==> src/rtl/irq_pkg.sv <==
package irq_pkg;
    localparam int PHASE_W = 2;
    localparam int REG_W   = 8;

    localparam int BIT_GIE = 7;
    localparam int BIT_UNU = 6;
    localparam int BIT_TIE = 5;
    localparam int BIT_XIE = 4;
    localparam int BIT_PIE = 3;
    localparam int BIT_TIF = 2;
    localparam int BIT_XIF = 1;
    localparam int BIT_PIF = 0;

    typedef enum logic [PHASE_W-1:0] {
        PH_Q1 = 2'd0,
        PH_Q2 = 2'd1,
        PH_Q3 = 2'd2,
        PH_Q4 = 2'd3
    } phase_t;

    typedef enum logic [1:0] {
        SEQ_IDLE   = 2'd0,
        SEQ_WAIT   = 2'd1,
        SEQ_DUMMY  = 2'd2,
        SEQ_VECTOR = 2'd3
    } seq_t;
endpackage

==> src/rtl/irq_sync.sv <==
module irq_sync #(
    parameter int WIDTH  = 1,
    parameter int STAGES = 2
) (
    input  logic             clk,
    input  logic             rst_n,
    input  logic [WIDTH-1:0] din,
    output logic [WIDTH-1:0] dout
);
    localparam int CHAIN_W = WIDTH * STAGES;

    typedef struct packed {
        logic [CHAIN_W-1:0] chain;
    } sync_state_t;

    sync_state_t state_d, state_q;

    generate
        if (STAGES == 1) begin : g_single
            always_comb begin
                state_d.chain = din;
            end
        end else begin : g_multi
            always_comb begin
                state_d.chain = {state_q.chain[CHAIN_W-WIDTH-1:0], din};
            end
        end
    endgenerate

    always_ff @(posedge clk) begin
        if (!rst_n) state_q <= '0;
        else        state_q <= state_d;
    end

    assign dout = state_q.chain[CHAIN_W-1 -: WIDTH];
endmodule

==> src/rtl/irq_edge_unit.sv <==
module irq_edge_unit
    import irq_pkg::*;
(
    input  logic   clk,
    input  logic   rst_n,
    input  logic   pin_sync,
    input  logic   rising_sel,
    input  phase_t phase,
    output logic   set_flag
);
    typedef struct packed {
        logic prev;
        logic pend;
    } edge_state_t;

    edge_state_t state_d, state_q;
    logic        detected;
    logic        window;

    always_comb begin
        state_d      = state_q;
        detected     = rising_sel ? (pin_sync & ~state_q.prev)
                                  : (~pin_sync & state_q.prev);
        window       = (phase == PH_Q4) || (phase == PH_Q1);
        set_flag     = window & (detected | state_q.pend);
        state_d.pend = ~window & (detected | state_q.pend);
        state_d.prev = pin_sync;
    end

    always_ff @(posedge clk) begin
        if (!rst_n) state_q <= '0;
        else        state_q <= state_d;
    end
endmodule

==> src/rtl/irq_port_change.sv <==
module irq_port_change
    import irq_pkg::*;
#(
    parameter int WIDTH = 4
) (
    input  logic             clk,
    input  logic             rst_n,
    input  logic [WIDTH-1:0] port_sync,
    input  logic             rd_strobe,
    input  phase_t           phase,
    output logic             set_flag
);
    typedef struct packed {
        logic [WIDTH-1:0] ref_val;
    } port_state_t;

    port_state_t state_d, state_q;
    logic        rd_eff;

    always_comb begin
        state_d = state_q;
        rd_eff  = rd_strobe && (phase == PH_Q2);
        if (rd_eff) state_d.ref_val = port_sync;
        set_flag = ~rd_eff && (port_sync != state_q.ref_val);
    end

    always_ff @(posedge clk) begin
        if (!rst_n) state_q <= '0;
        else        state_q <= state_d;
    end
endmodule

==> src/rtl/irq_vector_seq.sv <==
module irq_vector_seq
    import irq_pkg::*;
(
    input  logic   clk,
    input  logic   rst_n,
    input  phase_t phase,
    input  logic   pending,
    output logic   take,
    output logic   dummy,
    output logic   vector
);
    typedef struct packed {
        seq_t st;
    } seq_state_t;

    seq_state_t state_d, state_q;

    always_comb begin
        state_d = state_q;
        take    = (state_q.st == SEQ_IDLE) && (phase == PH_Q1) && pending;
        if (take) begin
            state_d.st = SEQ_WAIT;
        end else if (phase == PH_Q4) begin
            case (state_q.st)
                SEQ_WAIT:   state_d.st = SEQ_DUMMY;
                SEQ_DUMMY:  state_d.st = SEQ_VECTOR;
                SEQ_VECTOR: state_d.st = SEQ_IDLE;
                default:    state_d.st = state_q.st;
            endcase
        end
        dummy  = (state_q.st == SEQ_DUMMY);
        vector = (state_q.st == SEQ_VECTOR);
    end

    always_ff @(posedge clk) begin
        if (!rst_n) state_q <= '{st: SEQ_IDLE};
        else        state_q <= state_d;
    end
endmodule

==> src/rtl/irq_flag_ctrl.sv <==
module irq_flag_ctrl
    import irq_pkg::*;
#(
    parameter int              PORT_W      = 4,
    parameter int              SYNC_STAGES = 2,
    parameter int              VEC_W       = 13,
    parameter logic [VEC_W-1:0] VEC_ADDR   = 13'h0004
) (
    input  logic              clk,
    input  logic              rst_n,
    input  logic              ext_pin,
    input  logic              edge_rising,
    input  logic              tmr_ovf,
    input  logic [PORT_W-1:0] port_hi,
    input  logic              port_rd,
    input  logic              reg_we,
    input  logic [7:0]        reg_wdata,
    input  logic              asleep,
    output logic [7:0]        ctrl_rd,
    output logic [1:0]        phase,
    output logic              vec_req,
    output logic [VEC_W-1:0]  vec_addr,
    output logic              dummy_cycle,
    output logic              wake
);
    localparam int SYNC_W = PORT_W + 1;

    typedef struct packed {
        phase_t ph;
        logic   gie;
        logic   tie;
        logic   xie;
        logic   pie;
        logic   tif;
        logic   xif;
        logic   pif;
    } top_state_t;

    top_state_t        state_d, state_q;
    logic [SYNC_W-1:0] sync_out;
    logic              ext_set, port_set, take, any_irq, pending;

    irq_sync #(.WIDTH(SYNC_W), .STAGES(SYNC_STAGES)) u_sync (
        .clk  (clk),
        .rst_n(rst_n),
        .din  ({ext_pin, port_hi}),
        .dout (sync_out)
    );

    irq_edge_unit u_edge (
        .clk       (clk),
        .rst_n     (rst_n),
        .pin_sync  (sync_out[SYNC_W-1]),
        .rising_sel(edge_rising),
        .phase     (state_q.ph),
        .set_flag  (ext_set)
    );

    irq_port_change #(.WIDTH(PORT_W)) u_port (
        .clk      (clk),
        .rst_n    (rst_n),
        .port_sync(sync_out[PORT_W-1:0]),
        .rd_strobe(port_rd),
        .phase    (state_q.ph),
        .set_flag (port_set)
    );

    irq_vector_seq u_seq (
        .clk    (clk),
        .rst_n  (rst_n),
        .phase  (state_q.ph),
        .pending(pending),
        .take   (take),
        .dummy  (dummy_cycle),
        .vector (vec_req)
    );

    always_comb begin
        state_d    = state_q;
        state_d.ph = phase_t'(state_q.ph + 2'd1);
        any_irq    = (state_q.tif & state_q.tie) |
                     (state_q.xif & state_q.xie) |
                     (state_q.pif & state_q.pie);
        pending    = state_q.gie & any_irq;
        if (reg_we) begin
            state_d.gie = reg_wdata[BIT_GIE];
            state_d.tie = reg_wdata[BIT_TIE];
            state_d.xie = reg_wdata[BIT_XIE];
            state_d.pie = reg_wdata[BIT_PIE];
            state_d.tif = state_q.tif & reg_wdata[BIT_TIF];
            state_d.xif = state_q.xif & reg_wdata[BIT_XIF];
            state_d.pif = state_q.pif & reg_wdata[BIT_PIF];
        end
        if (take)     state_d.gie = 1'b0;
        if (tmr_ovf)  state_d.tif = 1'b1;
        if (ext_set)  state_d.xif = 1'b1;
        if (port_set) state_d.pif = 1'b1;
    end

    always_ff @(posedge clk) begin
        if (!rst_n) state_q <= '{ph: PH_Q1, default: 1'b0};
        else        state_q <= state_d;
    end

    always_comb begin
        ctrl_rd          = '0;
        ctrl_rd[BIT_GIE] = state_q.gie;
        ctrl_rd[BIT_UNU] = 1'b0;
        ctrl_rd[BIT_TIE] = state_q.tie;
        ctrl_rd[BIT_XIE] = state_q.xie;
        ctrl_rd[BIT_PIE] = state_q.pie;
        ctrl_rd[BIT_TIF] = state_q.tif;
        ctrl_rd[BIT_XIF] = state_q.xif;
        ctrl_rd[BIT_PIF] = state_q.pif;
    end

    assign phase    = state_q.ph;
    assign vec_addr = VEC_ADDR;
    assign wake     = asleep & any_irq;
endmodule

==> config.mk <==
export PLATFORM = sky130hd
export DESIGN_NAME = irq_flag_ctrl
export DESIGN_NICKNAME = d
export VERILOG_FILES = /design/src/rtl/irq_pkg.sv /design/src/rtl/irq_sync.sv /design/src/rtl/irq_edge_unit.sv /design/src/rtl/irq_port_change.sv /design/src/rtl/irq_vector_seq.sv /design/src/rtl/irq_flag_ctrl.sv
export SDC_FILE = /design/constraint.sdc
export NUM_CORES = 1
export LEC_CHECK = 0
export BUFFER_PORTS_ARGS = -buffer_cell sky130_fd_sc_hd__buf_4
export CAP_MARGIN = 20
export CELL_PAD_IN_SITES_DETAIL_PLACEMENT = 0
export CELL_PAD_IN_SITES_GLOBAL_PLACEMENT = 2
export CORE_AREA = 2 2 67 69
export CTS_BUF_LIST = sky130_fd_sc_hd__clkbuf_4
export CTS_CLUSTER_DIAMETER = 80
export CTS_CLUSTER_SIZE = 24
export DETAILED_ROUTE_END_ITERATION = 10
export DIE_AREA = 0 0 69 71
export HOLD_SLACK_MARGIN = 0.06
export PLACE_DENSITY = 0.84
export SYNTH_ARGS = -nofsm -noshare
export SYNTH_HDL_FRONTEND = slang
export SYNTH_SLANG_ARGS = --single-unit
==> constraint.sdc <==
create_clock -name clk -period 1.5 [get_ports clk]
set_input_delay 0.225 -clock clk [delete_from_list [all_inputs] [get_ports clk]]
set_output_delay 0.225 -clock clk [all_outputs]
set_load 0.01 [all_outputs]
==> impl_results.md <==
- Flop pwr share: 60.3%
- Site row count: 24
- Crit path kind: reg2out
- # diodes: 0
- Sw frac: 23.81%
- Async SR Flop Fraction: 0%
- Startpoint Class: flip-flop
- Post-synthesis instance total: 115
- Nets: 172
- Gpl congestion: 0.6756
- Die area: 0.004899 mm2
- P_sw: 0.3056 mW
- Most used flip-flop cell after synthesis: dfxtp_1
- DR pass1 iterations: 6
- Power Internal: 0.9777 mW
- LEAKAGE: 0.6649 nW
- Status: finished with violations
- CP endpoint kind: primary output
- Worst EP arrival: 1.47 ns
- Worst EP required: 1.27 ns
- Min-delay worst type: in2reg
- Initial antenna violation count: 0
- # setup viols final: 1
- WL met3: 66 um
- CTS Root Cell: clkbuf_4
- IO buf count: 30
- Worst VDD drop: 0.3883 mV
- Layout cells sized above 1: 29.05%
- Initial Utilization: 26.90%
- Longest Clk Path Bufs: 2
- Worst path slowest cell: a222oi_1
- Boundary Pins: 46
- PD cells: 892.7 mW/mm2
- Final worst-path cycle share: 113.1%
- Hold_buf cts: 0
- Die width: 69 um
- CTS Sinks: 27
- Tot GR Track Use: 8.518%
- DR top layer: met4
- Seq cells post-synth: 27
- Total Neg Setup Slack: -0.1959 ns
- Register area share after synthesis: 47.79%
- CP peak stage delay: 0.41 ns
- First-pass GRT wire length: 3381 um
- Worst setup path start: ctrl_rd[3]$_SDFFE_PN0P_
- Final Core Density: 34.20%
- Design area: 0.001438 mm2
- Worst reg2reg path startpoint: ctrl_rd[3]$_SDFFE_PN0P_
- Worst R2R Setup Slack: 0.06 ns
- Total CTS buffers: 3
- Fin. Hold Viols: 0
- Via density: 3.995
- Max Cap Viol: 0
- Final worst slack: -0.1959 ns
- Fmax achieved: 0.5897 GHz
- Commonest cells after routing, fill and taps aside: buf_4 (32), dfxtp_1 (25), conb_1 (14)
- CP Capture Point: wake
- Chip Height: 71 um
- Synthesized area: 0.001131 mm2
- Clk_skew: 0.009818 ns
- Clk pwr share: 24.7%
- CP Cell Sequence: a222oi_1, and2b_2, buf_6
- Worst R2R End: u_seq.state_q[0]$_SDFFE_PN0P_
- Worst-path clk slew: 0.14 ns
- RSZ-0062 raised after global routing: true
- CTS H-tree lvls: 1
- WL final: 2178 um
- Commonest non-fill, non-tap cell in the layout: buf_4
- DR WL met2: 1171 um
- Area Growth Syn to Fin: 27.10%
- Per-cell routed wire length: 10.89 um
- Area of placed instances: 0.001356 mm2
- Combinational share of power: 14.9%
- Crit Path Max Fanout: 3
- Post-synthesis cell type count: 27
- Congestion Overflow GR: 0
- Syn Area/Cell: 9.836 um2
- Via count: 799
- Core Region: 0.004204 mm2
- Failing checks: setup timing
- Post-route ant nets: 0
- Number of synthesized flops with an enable pin: 0
- First-iteration detailed-routing DRC count: 17
- Final Max Slew Viols: 0
- Power Total: 1.283 mW
- Final min period: 1.696 ns
- DP HPWL: 1613 um
- Largest net degree at the start of global routing: 27
- Worst-Skew Late Latency: 0.31 ns
- Yosys warns: 0
- Vias in the first global route: 777
- FF-to-FF path depth: 6
- CTS tree: yes
- Wire length on met1: 923 um
- # DRC: 0
==> per-layer routing <==
metal / GRT usage [%] / vias up
met3: 1.425 / 2
met4: 3.922 / 0
li1: - / 416
met1: 9.139 / 366
met5: 0 / -
met2: 16.24 / 15
==> power by group through the flow <==
stage	combinational (mW)	clock (mW)	sequential [mW]
6_report	0.192	0.317	0.774
5_1_grt	0.212	0.361	0.779
4_1_cts	0.184	0.330	0.774
3_5_place_dp	0.175	0	0.790
3_3_place_gp	0.173	0	0.788
2_1_floorplan	0.111	0	0.792
==> sequential cells by signal, summed over array words and instances (netlist names) <==
signal          count
u_sync.state_q     10
ctrl_rd             7
u_port.state_q      4
phase               2
u_edge.state_q      2
u_seq.state_q       2
==> critical path, delay by kind of cell (launching register included) <==
kind,cells,cell delay [ns]
AOI/OAI and AO/OA,1,0.41
buffers and inverters,1,0.12
DFF,1,0.36
and+or+nand+nor,1,0.27
==> metrics by stage <==
| step | hold WS [ns] | cells | setup WS [ns] |
|---|---|---|---|
| detailed placement | 0.4179 | 193 | 0.1553 |
| global placement | 0.4211 | 193 | 0.1867 |
| finish | 0.1060 | 200 | -0.1959 |
| floorplan | 0.3523 | 127 | 0.2503 |
| global route | 0.08690 | 200 | -0.2733 |
| CTS | 0.1004 | 199 | -0.1489 |
==> worst min path at each step <==
stage,start,to,cells past startpoint
6_report,ext_pin,u_sync.state_q[4]$_SDFF_PN0_,2
5_1_grt,port_hi[2],u_sync.state_q[2]$_SDFF_PN0_,2
4_1_cts,ext_pin,u_sync.state_q[4]$_SDFF_PN0_,2
3_5_place_dp,u_sync.state_q[4]$_SDFF_PN0_,u_sync.state_q[9]$_SDFF_PN0_,1
3_3_place_gp,u_sync.state_q[2]$_SDFF_PN0_,u_sync.state_q[7]$_SDFF_PN0_,1
2_1_floorplan,port_hi[0],u_sync.state_q[0]$_SDFF_PN0_,1
==> cells by family after synthesis <==
logic type                 Yosys count  synth area share [%]
adders and majority gates            3                 3.319
and+or+nand+nor                     38                 19.03
other                                2                0.6640
xor gates and xnor gates             5                 3.872
buffers and inverters               21                 11.73
DFF                                 27                 47.79
muxes                                5                 4.535
AOI/OAI and AO/OA                   14                 9.071
==> cells in the mapped netlist (2+ instances only) <==
master,number,area share [%]
a21boi_0,6,4.0
and2_1,13,7.2
buf_4,14,9.3
clkbuf_1,2,0.66
conb_1,2,0.66
dfxtp_1,27,48
ha_1,3,3.3
inv_1,4,1.3
mux2i_1,4,3.5
nand2_1,7,2.3
nand3_1,4,1.8
nor2_1,2,0.66
nor2b_1,6,3.3
o21ai_0,3,1.3
o41ai_1,2,1.5
xor2_1,5,3.9
==> repair_timing <==
item | 4_1_cts | 5_1_grt
pin swaps | 1 | 2
setup endpoints to repair | 1 | 3
gates resized for setup | 2 | 4
buffers inserted | 2 | 1
==> cell type report <==
type                            instances  area [um2]
Tap cell                               52       65.06
Multi-Input combinational cell         79       521.8
Clock buffer                            4       30.03
Sequential cell                        27       543.0
Inverter                                4       15.01
Timing Repair Buffer                   34       262.8
Fill cell                             462        2766
Note: power is estimated with default switching activity, not from simulation.
